$ cat config.mk
export PLATFORM = sky130hd
export DESIGN_NAME = tcu_counter_unit
export DESIGN_NICKNAME = d
export VERILOG_FILES = /design/src/rtl/tcu_pkg.sv /design/src/rtl/tcu_tick_sel.sv /design/src/rtl/tcu_action_dec.sv /design/src/rtl/tcu_ovf_flag.sv /design/src/rtl/tcu_counter_unit.sv
export SDC_FILE = /design/constraint.sdc
export NUM_CORES = 1
export LEC_CHECK = 0
export BUFFER_PORTS_ARGS = -buffer_cell sky130_fd_sc_hd__buf_2
export CAP_MARGIN = 20
export CORE_MARGIN = 4
export CORE_UTILIZATION = 35
export DETAILED_ROUTE_END_ITERATION = 8
export GPL_TIMING_DRIVEN = 0
export SYNTH_ARGS = -nofsm -noshare
export SYNTH_HDL_FRONTEND = slang
export SYNTH_SLANG_ARGS = --single-unit
export TNS_END_PERCENT = 5
$ cat constraint.sdc
create_clock -name clk -period 5 [get_ports clk]
set_input_delay 1 -clock clk [delete_from_list [all_inputs] [get_ports clk]]
set_output_delay 1 -clock clk [all_outputs]
set_load 0.01 [all_outputs]
$ cat src/rtl/tcu_pkg.sv
package tcu_pkg;

    // One action per system-clock cycle for the value register
    typedef enum logic [2:0] {
        ACT_HOLD  = 3'd0,
        ACT_LOAD  = 3'd1,
        ACT_CLEAR = 3'd2,
        ACT_INC   = 3'd3,
        ACT_DEC   = 3'd4
    } act_e;

    // Sticky wrap flag states
    typedef enum logic {
        FLG_IDLE   = 1'b0,
        FLG_RAISED = 1'b1
    } flag_state_e;

endpackage

$ cat src/rtl/tcu_tick_sel.sv
module tcu_tick_sel #(
    parameter int NUM_TICK = 7,
    parameter int SEL_W    = 3
) (
    input  logic [SEL_W-1:0]    sel,
    input  logic [NUM_TICK-1:0] tick_in,
    output logic                tick
);

    logic [NUM_TICK-1:0] hit;

    // Each source is qualified by its own select code; code 0 matches nothing
    for (genvar i = 0; i < NUM_TICK; i++) begin : g_src
        assign hit[i] = (sel == SEL_W'(i + 1)) && tick_in[i];
    end

    assign tick = |hit;

endmodule

$ cat src/rtl/tcu_action_dec.sv
module tcu_action_dec
    import tcu_pkg::*;
(
    input  logic tick,
    input  logic wr_en,
    input  logic clr,
    input  logic cnt_en,
    input  logic dir_down,
    output act_e act
);

    // Load has priority over any tick action, and clear over counting
    always_comb begin
        act = ACT_HOLD;
        if (wr_en) begin
            act = ACT_LOAD;
        end else if (tick) begin
            if (clr) begin
                act = ACT_CLEAR;
            end else if (cnt_en) begin
                act = dir_down ? ACT_DEC : ACT_INC;
            end
        end
    end

endmodule

$ cat src/rtl/tcu_ovf_flag.sv
module tcu_ovf_flag
    import tcu_pkg::*;
(
    input  logic clk,
    input  logic rst,
    input  logic raise,
    input  logic ack,
    output logic flag
);

    flag_state_e state_q, state_d;

    // Next-state logic: RAISE has priority over ACK
    always_comb begin
        state_d = state_q;
        unique case (state_q)
            FLG_IDLE: begin
                if (raise) state_d = FLG_RAISED;
            end
            FLG_RAISED: begin
                if (ack && !raise) state_d = FLG_IDLE;
            end
            default: state_d = FLG_IDLE;
        endcase
    end

    always_ff @(posedge clk) begin
        if (rst) state_q <= FLG_IDLE;
        else     state_q <= state_d;
    end

    always_comb begin
        flag = (state_q == FLG_RAISED);
    end

    // a wrap always leaves the flag set
    p_raise_sets_r9: assert property (@(posedge clk) disable iff (rst)
        raise |=> flag);

    // without an acknowledge the flag never drops
    p_sticky_r9: assert property (@(posedge clk) disable iff (rst)
        (flag && !ack) |=> flag);

    // an acknowledge with no wrap drops the flag
    p_ack_clears_r10: assert property (@(posedge clk) disable iff (rst)
        (ack && !raise) |=> !flag);

endmodule

$ cat src/rtl/tcu_counter_unit.sv
module tcu_counter_unit
    import tcu_pkg::*;
#(
    parameter  int WIDTH    = 8,
    parameter  int NUM_TICK = 7,
    localparam int SEL_W    = $clog2(NUM_TICK + 1)
) (
    input  logic                clk,
    input  logic                rst,
    input  logic [SEL_W-1:0]    clk_sel,
    input  logic [NUM_TICK-1:0] tick_en,
    input  logic                cnt_en,
    input  logic                dir_down,
    input  logic                clr,
    input  logic                wr_en,
    input  logic [WIDTH-1:0]    wr_data,
    input  logic                ovf_ack,
    output logic [WIDTH-1:0]    count,
    output logic                at_top,
    output logic                at_bottom,
    output logic                ovf_flag
);

    localparam logic [WIDTH-1:0] MAX_VAL = {WIDTH{1'b1}};
    localparam logic [WIDTH-1:0] ONE     = WIDTH'(1);

    logic             tick;
    act_e             act;
    logic [WIDTH-1:0] cnt_q, cnt_d;
    logic             wrap_up;

    tcu_tick_sel #(
        .NUM_TICK (NUM_TICK),
        .SEL_W    (SEL_W)
    ) u_tick_sel (
        .sel     (clk_sel),
        .tick_in (tick_en),
        .tick    (tick)
    );

    tcu_action_dec u_action_dec (
        .tick     (tick),
        .wr_en    (wr_en),
        .clr      (clr),
        .cnt_en   (cnt_en),
        .dir_down (dir_down),
        .act      (act)
    );

    always_comb begin
        cnt_d = cnt_q;
        unique case (act)
            ACT_HOLD:  cnt_d = cnt_q;
            ACT_LOAD:  cnt_d = wr_data;
            ACT_CLEAR: cnt_d = '0;
            ACT_INC:   cnt_d = cnt_q + ONE;
            ACT_DEC:   cnt_d = cnt_q - ONE;
            default:   cnt_d = cnt_q;
        endcase
    end

    always_ff @(posedge clk) begin
        if (rst) cnt_q <= '0;
        else     cnt_q <= cnt_d;
    end

    assign wrap_up = (act == ACT_INC) && (cnt_q == MAX_VAL);

    tcu_ovf_flag u_ovf_flag (
        .clk   (clk),
        .rst   (rst),
        .raise (wrap_up),
        .ack   (ovf_ack),
        .flag  (ovf_flag)
    );

    always_comb begin
        count     = cnt_q;
        at_top    = (cnt_q == MAX_VAL);
        at_bottom = (cnt_q == '0);
    end

    // a stopped source freezes the value unless loaded
    p_stopped_hold_r2: assert property (@(posedge clk) disable iff (rst)
        (clk_sel == '0 && !wr_en) |=> (count == $past(count)));

    // a ticked clear reaches zero
    p_clear_zero_r4: assert property (@(posedge clk) disable iff (rst)
        (tick && clr && !wr_en) |=> (count == '0));

    // ticked up-count steps by one modulo the width
    p_up_step_r5: assert property (@(posedge clk) disable iff (rst)
        (tick && !clr && cnt_en && !dir_down && !wr_en)
        |=> (count == WIDTH'($past(count) + ONE)));

    // a load always lands on the next edge
    p_load_wins_r7: assert property (@(posedge clk) disable iff (rst)
        wr_en |=> (count == $past(wr_data)));

    // the two detectors never fire together
    p_detect_excl_r8: assert property (@(posedge clk) disable iff (rst)
        !(at_top && at_bottom));

endmodule

# Word level (Yosys, flattened, before mapping)
# Index checks and enable logic that the tools add are counted.
op_classes:
  n_reduce_logical: 13
  n_addsub: 2
  bitwise: 1
  mux: 9
  n_eq_ne: 12
op_table:
  columns: ["operator", "count"]
  rows:
  - ["$pmux W8 S4", 1]
  - ["$eq A3 B3 Y1 const B", 5]
  - ["$mux W3", 5]
  - ["$eq A3 B2 Y1 const B", 4]
  - ["$logic_and A1 B1 Y1", 9]
  - ["$add A8 B1 Y8 const B", 1]
  - ["$eq A8 B8 Y1 const B", 1]
  - ["$logic_not A8 Y1", 1]
  - ["$sub A8 B1 Y8 const B", 1]
  - ["$reduce_or A7 Y1", 1]
  - ["$eq A3 B1 Y1 const B", 2]
  - ["$reduce_bool A4 Y1", 1]
  - ["$mux W1", 2]
  - ["$pmux W1 S2", 1]
  - ["$logic_not A1 Y1", 1]
  - ["$not A1 Y1", 1]
word_totals:
  word_cells: 39
  regBits: 9
  out_inout_bits: 11

# Longest topological paths before layout
logic_depth:
  ltp_word: 11
  ltp_mapped: 10

# Modules after synthesis
# Synthesis repeated with hierarchy kept, for this count alone.
unflattened:
  cells_unflattened: 118
  hier_area_um2: 1014.7
modules_own_cells:
  columns: ["module", "n_inst", "area_per_inst_um2", "seq_area_each_um2", "cells_per_inst"]
  rows:
  - ["tcu_counter_unit", 1, 857.1, 160.2, 102]
  - ["tcu_tick_sel", 1, 63.8, 0.0, 5]
  - ["tcu_action_dec", 1, 55.1, 0.0, 7]
  - ["tcu_ovf_flag", 1, 38.8, 20.0, 4]

# Worst setup path before layout
# No wires, ideal clock.
synth_path:
  path_type: "in2reg"
  from: "input clk_sel[2]"
  to: "register cnt_q[6], in the netlist count[6]"
  n_path_buf: 0
  stages: 9
  arrival_ps: 3684
  setup_ps: 86
  setup_slack_ps: 1229
  required_time_ps: 4914
  cell_sequence: "mux2i_1 > mux4_2 > nor4b_4 > and2_1 > ha_1 > or4b_2 > o21ai_0 > o21ai_1 > a221oi_2"
synth_between:
  elab_chain_len: 7
  word_cells_on_any_way: 23
  classes_between: "eq/ne: 11; mux: 3; reduce/logical: 9"
synth_lines:
  columns: ["element", "line", "rtl"]
  rows:
  - ["start: declaration", "tcu_counter_unit.sv:10", "input logic [SEL_W-1:0] clk_sel,"]
  - ["$eq A3 B1 Y1, or another cell as far along", "tcu_tick_sel.sv:14", "assign hit[i] = (sel == SEL_W'(i + 1)) && tick_in[i];"]
  - ["$logic_and A1 B1 Y1", "tcu_tick_sel.sv:14", null]
  - ["$reduce_or A7 Y1 *", "tcu_tick_sel.sv:17", "assign tick = |hit;"]
  - ["$mux W3 *", "tcu_action_dec.sv:17", "end else if (tick) begin"]
  - ["$mux W3 *", "tcu_action_dec.sv:15", "if (wr_en) begin"]
  - ["$eq A3 B3 Y1, or another cell as far along", "tcu_counter_unit.sv:52", "unique case (act)"]
  - ["$pmux W8 S4 or $reduce_bool A4 Y1 (tied branches)", null, null]
  - ["end signal: assignment", "tcu_counter_unit.sv:64", "else cnt_q <= cnt_d;"]
  - ["end: declaration", "tcu_counter_unit.sv:29", "logic [WIDTH-1:0] cnt_q, cnt_d;"]
# Every way passes the cells marked *; elsewhere a longest branch is shown, timed or not.
# A chain may end at the register's enable or synchronous reset.

# Worst setup path after layout
# Same ends and word-level chain as after synthesis.

==> impl_metrics.py <==
metrics = {
    "synth": {
        "netlist_instances": 105,
        "synth_top_area_share_pct": 20.1,
        "synth_top_family_by_area": "compound AO/OA/AOI/OAI gates",
        "syn_nets": 137,
        "synth_area_leaders": "dfxtp_1 (20%), ha_1 (8.4%), mux2i_1 (7.8%)",
        "synth-seq-area-share_pct": 20.1,
        "synth_compound_area_share_pct": 24.9,
        "yosysTopAreaCell": "dfxtp_1",
        "synth_mux_area_share_pct": 12.8,
        "synth_xor_area_share_pct": 1.96,
        "avgSynthCellArea_um2": 8.53,
        "synthesis.area_um2": 896,
        "ys_seq_elements": 9,
        "synth-adder-area-share_pct": 10.6,
        "synth-edff-count": 0,
        "async_reset_ff_share_pct": 0,
        "yosysWarningCount": 0,
        "yosysUniqueCellTypes": 41,
        "synthSimpleGateAreaFrac_pct": 24.6,
        "synth_ff_type": "dfxtp_1",
    },
    "sta": {
        "fin_ws_ns": 0.908,
        "whs_ns": 0.489,
        "post-route-period-util_pct": 81.8,
        "grt_setup_unrepaired": "no",
        "slew_violations": 0,
        "hold_violations": 0,
        "fmax_ghz": 0.244,
        "relSlewSlack_pct": 61.3,
        "setup_viol_count_final": 0,
        "setup_tns_ns": 0,
        "worstMarginPinSlew_ns": 0.577,
        "skew_ns": 0.00389,
        "min_period_ns": 4.09,
    },
    "critical_path": {
        "worstSetupStartpointType": "input port",
        "required_ns": 5.17,
        "worst-path-max-fanout": 10,
        "cp.arrival_ns": 4.26,
        "endpoint_kind": "register",
        "crit_type": "in2reg",
    },
    "drt": {
        "viasPerCell": 5.51,
        "drt_first_pass_iters": 4,
        "drtIter0Drc": 30,
        "num_vias": 959,
        "drtAntennaViolNets": 0,
        "wl_per_cell_um": 13.4,
        "wirelength_mm": 2.34,
        "drc": 0,
    },
    "layout": {
        "syn_to_final_growth_pct": 26.7,
        "antennaDiodeCount": 0,
        "multi_input_area_um2": 671,
        "layout_common_cells": "buf_2 (36), nor2_1 (10), dfxtp_1 (9)",
        "drive_gt1_share_pct": 34.0,
        "fillers": 263,
        "layout_commonest_cell": "buf_2",
        "nets": 177,
        "seqCellArea_um2": 180,
    },
    "grt": {
        "antenna_found_initial": 0,
        "track_usage_pct": 15.0,
        "grt_start_max_net_pins": 11,
        "grt_pass1_vias": 990,
        "grt_pass1_wl_mm": 4.07,
        "overflow": 0,
    },
    "clock_network": {
        "cts_tree": "done",
        "cts_buffers": 3,
        "clk_pin_slew_ns": 0.06,
        "clock_sinks": 9,
        "post_cts_buffers": 0,
        "clk_latency_ns": 0.26,
        "cts_root_buffer": "clkbuf_4",
        "cts_buffer_depth": 2,
        "cts_resized": 0,
        "cts_hold_buf": 0,
        "htreeDepth": 1,
    },
    "placed_design": {
        "gp_congestion": 0.737,
        "dpl_worst_slack_ns": 0.630,
        "portBuffers": 35,
        "dp_hpwl_mm": 1.98,
    },
    "run": {
        "max-cap-violations": 0,
    },
    "floorplan": {
        "die_area_um2": 3430,
        "initial_core_util_pct": 36.5,
        "die_w_um": 58.6,
        "boundaryPins": 36,
        "core_um2": 2450,
        "die_height_um": 58.6,
        "row_count": 18,
    },
    "power_and_ir_drop": {
        "power_density_nw_per_um2": 191,
        "vdd_drop_max_v": 0.000140,
        "total_power_mw": 0.217,
        "power.leakage_nw": 0.548,
    },
    "min_path": {
        "hp-class": "reg2reg",
    },
    "run_status": {
        "status": "complete, no violations",
    },
}
## Yosys cell counts (2+ instances only)
library cell and instances:
a211o_1 2, mux2_2 2, mux2i_1 7, ha_1 6
inv_1 7, o21ai_1 2, nor2_1 10, o311ai_1 2
nand2_1 7, nand4_1 3, o21ai_0 4, a21oi_1 4
or4_1 2, nor2b_1 2, a21o_1 2, a221oi_1 3
o211ai_1 3, nand2b_1 4, dfxtp_1 9, nand3_1 2
a211oi_1 2
## flip-flops by register name, summed over array words and instances (netlist names)
name / count
count: 8
u_ovf_flag.flag: 1
## worst max-delay path, cell delays in order
cell	delay [ns]
buf_2	0.13
mux2i_1	0.11
mux4_2	0.53
nor4b_4	0.53
and2_1	0.40
ha_1	0.33
o21ai_0	0.13
or4b_2	0.61
o21ai_0	0.09
o21ai_1	0.12
a221oi_2	0.27
## stage by stage
stage	cell area (um2)	std cells	utilization, %
6_report	1130	174	46.2
5_1_grt	1130	174	46.2
4_1_cts	1130	174	46.2
3_5_place_dp	1110	170	45.2
3_3_place_gp	1110	170	45.2
2_1_floorplan	896	105	-
## kinds of logic after synthesis
| family | after synthesis |
|---|---|
| compound gates | 30 |
| xor+xnor | 2 |
| fa+ha+maj | 7 |
| buf+inv | 9 |
| flops | 9 |
| mux | 10 |
| simple gates | 38 |
## layout make-up
type                       count  share of cell area, %
buffer                         2                   1.65
clock buffer                   4                   2.32
inverter                       7                   2.32
multi-input combinational     87                   59.1
sequential                     9                   15.9
tap                           30                   3.31
timing repair buffer          35                   15.4
## power by group
part	internal (mW)	switching, mW	total, mW
registers	0.0771	0.00825	0.0853
logic	0.0376	0.0377	0.0754
clock network	0.0308	0.0258	0.0565
## layer usage
| metal | part of all wire [%] | vias to the layer above | track usage [%] |
|---|---|---|---|
| li1 | - | 483 | - |
| met1 | 47 | 447 | 19.5 |
| met2 | 46 | 29 | 25.2 |
| met3 | 6.3 | 0 | 4.17 |
| met4 | 0 | 0 | 1.94 |
| met5 | 0 | - | 0 |
## final timing paths
check | slack, ns | cells past startpoint | endpoint | startpoint
min | 0.49 | 2 | u_ovf_flag.flag$_SDFF_PP0_ | u_ovf_flag.flag$_SDFF_PP0_
min reg2reg | 0.49 | 2 | u_ovf_flag.flag$_SDFF_PP0_ | u_ovf_flag.flag$_SDFF_PP0_
max reg2reg | 2.92 | 6 | count[6]$_SDFFE_PP0P_ | count[0]$_SDFFE_PP0P_
max | 0.91 | 11 | count[6]$_SDFFE_PP0P_ | clk_sel[2]
(Power assumes the default switching activity.)
